## src/rtl/memmap_pkg.sv

```systemverilog
package memmap_pkg;
  parameter int ADDR_W      = 16;
  parameter int BLOCK_BITS  = 13;
  parameter int RAM_BASE_W  = 14;
  parameter int SMALL_RAM_W = 10;
  parameter int RAM_ADDR_W  = RAM_BASE_W + 1;
  parameter int BLK_W       = ADDR_W - BLOCK_BITS;

  typedef enum logic [1:0] {
    BANK_BASE   = 2'd0,
    BANK_EXP_LO = 2'd1,
    BANK_EXP_HI = 2'd2
  } bank_e;

  typedef struct packed {
    logic  romHit;
    logic  ramHit;
    bank_e bank;
  } strobe_t;
endpackage

```

## src/rtl/memmap_ctrl.sv

```systemverilog
module memmap_ctrl
  import memmap_pkg::*;
(
  input  logic [BLK_W-1:0] blockIdx,
  input  logic             memReqN,
  input  logic             opFetchN,
  input  logic             expand32k,
  output strobe_t          strobes
);
  always_comb begin
    strobes = '{romHit: 1'b0, ramHit: 1'b0, bank: BANK_BASE};
    if (!memReqN) begin
      unique case (blockIdx)
        3'd0: strobes.romHit = 1'b1;
        3'd1: begin
          if (expand32k) begin
            strobes.ramHit = 1'b1;
            strobes.bank   = BANK_EXP_LO;
          end else begin
            strobes.romHit = 1'b1;
          end
        end
        3'd2, 3'd3: strobes.ramHit = 1'b1;
        3'd4: begin
          if (expand32k) begin
            strobes.ramHit = 1'b1;
            strobes.bank   = BANK_EXP_HI;
          end else begin
            strobes.romHit = 1'b1;
          end
        end
        3'd5: strobes.romHit = 1'b1;
        default: strobes.ramHit = !expand32k || !opFetchN;
      endcase
    end
  end
endmodule

```

## src/rtl/memmap_datapath.sv

```systemverilog
module memmap_datapath
  import memmap_pkg::*;
(
  input  logic [RAM_BASE_W-1:0] lowAddr,
  input  strobe_t               strobes,
  input  logic                  ramIs1k,
  input  logic                  romInhibit,
  input  logic                  ramInhibit,
  output logic                  romCsN,
  output logic                  ramCsN,
  output logic [BLOCK_BITS-1:0] romAddr,
  output logic [RAM_ADDR_W-1:0] ramAddr
);
  logic [RAM_BASE_W-1:0] foldedBase;

  for (genvar i = 0; i < RAM_BASE_W; i++) begin : g_fold
    if (i < SMALL_RAM_W) begin : g_keep
      assign foldedBase[i] = lowAddr[i];
    end else begin : g_mask
      assign foldedBase[i] = lowAddr[i] & ~ramIs1k;
    end
  end

  always_comb begin
    unique case (strobes.bank)
      BANK_EXP_LO: ramAddr = {2'b10, lowAddr[BLOCK_BITS-1:0]};
      BANK_EXP_HI: ramAddr = {2'b11, lowAddr[BLOCK_BITS-1:0]};
      default:     ramAddr = {1'b0, foldedBase};
    endcase
  end

  assign romAddr = lowAddr[BLOCK_BITS-1:0];
  assign romCsN  = ~(strobes.romHit & ~romInhibit);
  assign ramCsN  = ~(strobes.ramHit & ~ramInhibit);
endmodule

```

## src/rtl/memmap_decoder.sv

```systemverilog
module memmap_decoder
  import memmap_pkg::*;
(
  input  logic [ADDR_W-1:0]     cpuAddr,
  input  logic                  memReqN,
  input  logic                  opFetchN,
  input  logic                  ramIs1k,
  input  logic                  expand32k,
  input  logic                  romInhibit,
  input  logic                  ramInhibit,
  output logic                  romCsN,
  output logic                  ramCsN,
  output logic [BLOCK_BITS-1:0] romAddr,
  output logic [RAM_ADDR_W-1:0] ramAddr
);
  strobe_t strobes;

  memmap_ctrl u_ctrl (
    .blockIdx (cpuAddr[ADDR_W-1:BLOCK_BITS]),
    .memReqN  (memReqN),
    .opFetchN (opFetchN),
    .expand32k(expand32k),
    .strobes  (strobes)
  );

  memmap_datapath u_dp (
    .lowAddr   (cpuAddr[RAM_BASE_W-1:0]),
    .strobes   (strobes),
    .ramIs1k   (ramIs1k),
    .romInhibit(romInhibit),
    .ramInhibit(ramInhibit),
    .romCsN    (romCsN),
    .ramCsN    (ramCsN),
    .romAddr   (romAddr),
    .ramAddr   (ramAddr)
  );
endmodule

```

## config.mk

```make
export PLATFORM = sky130hd
export DESIGN_NAME = memmap_decoder
export DESIGN_NICKNAME = d
export VERILOG_FILES = /design/src/rtl/memmap_pkg.sv /design/src/rtl/memmap_ctrl.sv /design/src/rtl/memmap_datapath.sv /design/src/rtl/memmap_decoder.sv
export SDC_FILE = /design/constraint.sdc
export NUM_CORES = 1
export LEC_CHECK = 0
export ABC_AREA = 1
export BUFFER_PORTS_ARGS = -buffer_cell sky130_fd_sc_hd__buf_2
export CAP_MARGIN = 25
export CORE_AREA = 3 3 40 42
export DETAILED_ROUTE_END_ITERATION = 16
export DIE_AREA = 0 0 43 45
export GPL_ROUTABILITY_DRIVEN = 0
export PLACE_DENSITY = 0.73
export SYNTH_ARGS = -nofsm -noshare
export SYNTH_HDL_FRONTEND = slang
export SYNTH_SLANG_ARGS = --single-unit
```

## constraint.sdc

```tcl
create_clock -name vclk -period 3
set_clock_uncertainty 0.05 [all_clocks]
set_input_delay 0.9 -clock vclk [all_inputs]
set_output_delay 0.9 -clock vclk [all_outputs]
set_load 0.01 [all_outputs]
```

### Word level (Yosys, flattened, before mapping)

Cells that the tools add are included.
W data, S select, Z words.

* reduce and logical (&&, ||, !) cells: 7
* bitwise operators: 11
* equality and inequality tests: 7
* multiplexer cells: 8

Operators with widths (number)
* $pmux W15 S2: 1
* $and A1 B1 Y1: 6
* $eq A3 B2 Y1 const B: 2
* $eq A3 B3 Y1 const B: 2
* $mux W3: 2
* $reduce_or A2 Y1: 3
* $not A1 Y1: 5
* $mux W4: 1
* $pmux W1 S4: 1
* $pmux W2 S2: 1
* $eq A3 B1 Y1 const B: 1
* $logic_not A3 Y1: 1
* $eq A2 B1 Y1 const B: 1
* $eq A2 B2 Y1 const B: 1
* $logic_not A1 Y1: 2
* $pmux W1 S2: 1
* $logic_or A1 B1 Y1: 1
* $mux W1: 1

* input bits: 22
* bits in registers: 0
* word-level logic and storage cells: 33
* output and inout port bits: 30

### Logic depth before layout (Yosys ltp)

* word-level depth: 6
* gate-level depth with buffers: 8
* gate-level depth less buffers: 8

### By module

From an unflattened synthesis, not the netlist that was laid out.

* cells, all modules: 63
* area, all modules: 361.6 um2

By module, submodules not included
* memmap_datapath: cells each 46, sequential area each 0.0 um2, instances 1, area an instance 289.0 um2
* memmap_ctrl: cells each 17, sequential area each 0.0 um2, instances 1, area an instance 72.6 um2

### Worst setup path before layout

Ideal clock, no wire load.

* kind: input to output
* from: input port cpuAddr[14]
* to: output port ramAddr[10]
* slack: 0.202 ns
* path buffers: 0
* required time: 2.050 ns
* arrival time: 1.848 ns
* stages on the path: 7
* cells stage by stage: inv_1 -> nand3_1 -> inv_1 -> nand3_1 -> ha_1 -> nor3_1 -> nor2_1

* word-level cells in the longest chain between the ends: 5
* elaborated cells between the ends (all ways): 7
* those cells by class: eq/ne (4); mux (3)

Ends and longest elaborated chain
* start: declaration: RTL line memmap_decoder.sv:4 `input logic [ADDR_W-1:0] cpuAddr,`
* $eq A3 B3 Y1 / $eq A3 B1 Y1 (equally long branches): RTL line memmap_ctrl.sv:13 `unique case (blockIdx)`
* $pmux W2 S2 (*): RTL line memmap_ctrl.sv:13
* $mux W4 (*): RTL line memmap_ctrl.sv:12 `if (!memReqN) begin`
* $eq A2 B2 Y1 / $eq A2 B1 Y1 (equally long branches): RTL line memmap_datapath.sv:25 `unique case (strobes.bank)`
* $pmux W15 S2 (*): RTL line memmap_datapath.sv:25
* end: declaration: RTL line memmap_decoder.sv:14 `output logic [RAM_ADDR_W-1:0] ramAddr`

Every way passes the cells marked *; elsewhere a longest branch is shown, timed or not.

### Worst setup path after layout

Ends and elaborated chain as after synthesis.

==> flow_metrics.env <==
export IMPL_stdcell_count=77
export IMPL_core_area_um2=1285
export IMPL_synth_area_mux_share=0
export IMPL_synth_top_area_cell="buf_4"
export IMPL_synthAdderAreaFrac=0.07220
export IMPL_setup_violations=0
export IMPL_grt_ovfl_total=0
export IMPL_seq_area_frac_synth=0
export IMPL_grt_pass1_wl_mm=1.179
export IMPL_powerDensity_nw_per_um2=117.9
export IMPL_peakVddDrop_v=0.00004983
export IMPL_slew_headroom=0.8740
export IMPL_dpl_cell_count=77
export IMPL_dpl_hpwl_um=570.4
export IMPL_ys_types=12
export IMPL_worst_pin_slew_ps=187.6
export IMPL_seq_area_um2=0
export IMPL_critPathCaptureType="primary output"
export IMPL_hp_start="cpuAddr[7]"
export IMPL_power_mw=0.04867
export IMPL_drc=0
export IMPL_syn_num_nets=83
export IMPL_holdBufCountCts=0
export IMPL_final_cell_mix="buf_2, nand2_1, nor2_1"
export IMPL_synth_cells=59
export IMPL_hold_viol=0
export IMPL_crit_path_max_fanout=4
export IMPL_yosys_warnings=0
export IMPL_num_vias=327
export IMPL_die_h_um=45
export IMPL_pre_cts_slack_ps=-94.35
export IMPL_fin_crit_sh=0.9623
export IMPL_grt_pass1_vias=311
export IMPL_dr_pass1_iters=1
export IMPL_p_leak_nw=0.2239
export IMPL_drive_above_1_share=0.6613
export IMPL_holdPathStages=0
export IMPL_netlist_area_leader_share=0.4982
export IMPL_seq_cells=0
export IMPL_synth_top_family_by_area="buffers and inverters"
export IMPL_fmax_ghz=0.3464
export IMPL_synthSimpleGateAreaFrac=0.3502
export IMPL_synth_compound_area_frac=0.01444
export IMPL_synth_xor_area_share=0
export IMPL_cp_required_ps=2050
export IMPL_routed_wl_um=764
export IMPL_die_area_um2=1935
export IMPL_antenna_cells=0
export IMPL_area_growth_pct=19.13
export IMPL_syn_area_um2=346.6
export IMPL_final_common_cell="buf_2"
export IMPL_rows=13
export IMPL_setup_ws_ps=113.1
export IMPL_status="complete, no violations"
export IMPL_layout_nets=88
export IMPL_slew_violations=0
export IMPL_synthTopCellsByArea="buf_4, nand2_1, ha_1"
export IMPL_crit_arrival_ps=1940
export IMPL_start_util=0.2697
export IMPL_crit_type="input port to primary output"
export IMPL_min_path_type="input port to primary output"
export IMPL_final_area_um2=412.9
export IMPL_start_kind="input port"
export IMPL_min_period_ps=2887
export IMPL_dpl_cell_area_um2=332.8
export IMPL_whs_endpoint="ramAddr[7]"
export IMPL_io_buffers=22
export IMPL_nClkBuffers=0
export IMPL_drtIter0Drc=0
export IMPL_die_w_um=43
export IMPL_antenna_found_initial=0
export IMPL_fill_cells=144
export IMPL_ioPinCount=52
export IMPL_avgSynthCellArea_um2=5.874
export IMPL_via_per_inst=4.247
export IMPL_grt_usage=0.07380
export IMPL_fin_util=0.3213
export IMPL_maxCapViolCount=0
export IMPL_grt_start_max_net_pins=6
export IMPL_wl_per_cell_um=9.922
export IMPL_drtAntennaViolNets=0
export IMPL_post_cts_buffers=0
## Yosys cell counts
library cell,count
nand3_2,1
o21ai_0,1
or2_1,1
nor3_1,3
buf_4,23
ha_1,2
nand2_2,1
nand3_1,4
inv_1,4
nor2_1,6
nand2_1,11
inv_2,2
## logic make-up after synthesis
kind of cell               Yosys count
buffers and inverters               29
AOI/OAI and AO/OA                    1
and+or+nand+nor                     27
adders and majority gates            2
## worst max path at each step
| stage | endpoint | startpoint | cells after the start |
|---|---|---|---|
| floorplan | ramAddr[10] | cpuAddr[14] | 7 |
| global placement | ramAddr[10] | cpuAddr[14] | 9 |
| detailed placement | ramAddr[10] | cpuAddr[14] | 9 |
| CTS | ramAddr[10] | cpuAddr[14] | 9 |
| global route | ramAddr[10] | cpuAddr[14] | 8 |
| finish | ramAddr[10] | cpuAddr[14] | 8 |
## stage by stage
step           setup TNS (ps)  hold slack (ps)
2_1_floorplan               0             1842
3_3_place_gp           -110.3             1750
3_5_place_dp           -273.5             1750
4_1_cts                     0             1750
5_1_grt                -10.09             1750
6_report                    0             1750
## per-layer routing
layer  global-route usage  wire (µm)  share of wire  vias to the layer above
li1                     -          -              -                      164
met1              0.08571        275           0.36                      134
met2               0.1347        332           0.43                       23
met3              0.01195        143           0.19                        6
met4              0.03012         12          0.016                        0
met5                    0          0              0                        -
## report_power, final
| group | switching, mW | internal [mW] |
|---|---|---|
| logic | 0.0254 | 0.0233 |
| registers | 0 | 0 |
| clock network | 0 | 0 |
| total | 0.0254 | 0.0233 |
## worst max-delay path, cell delays in order
cell	delay, ps
buf_6	100
inv_4	50
nand3_4	90
nor3_4	200
ha_4	250
nor3_4	140
nor2_1	70
buf_2	140
## cell type report
class	count	area (µm²)	area share
repair buffers	26	152.6	0.3697
inverters	6	25.02	0.06061
well taps	15	18.77	0.04545
multi-input cells	30	216.5	0.5242
## what timing repair did
item                                    in CTS  in global routing
resized for setup                            3                 15
pin swaps                                    0                  7
endpoints found under the setup margin       3                  4
Power figures use the tool's default switching activity.
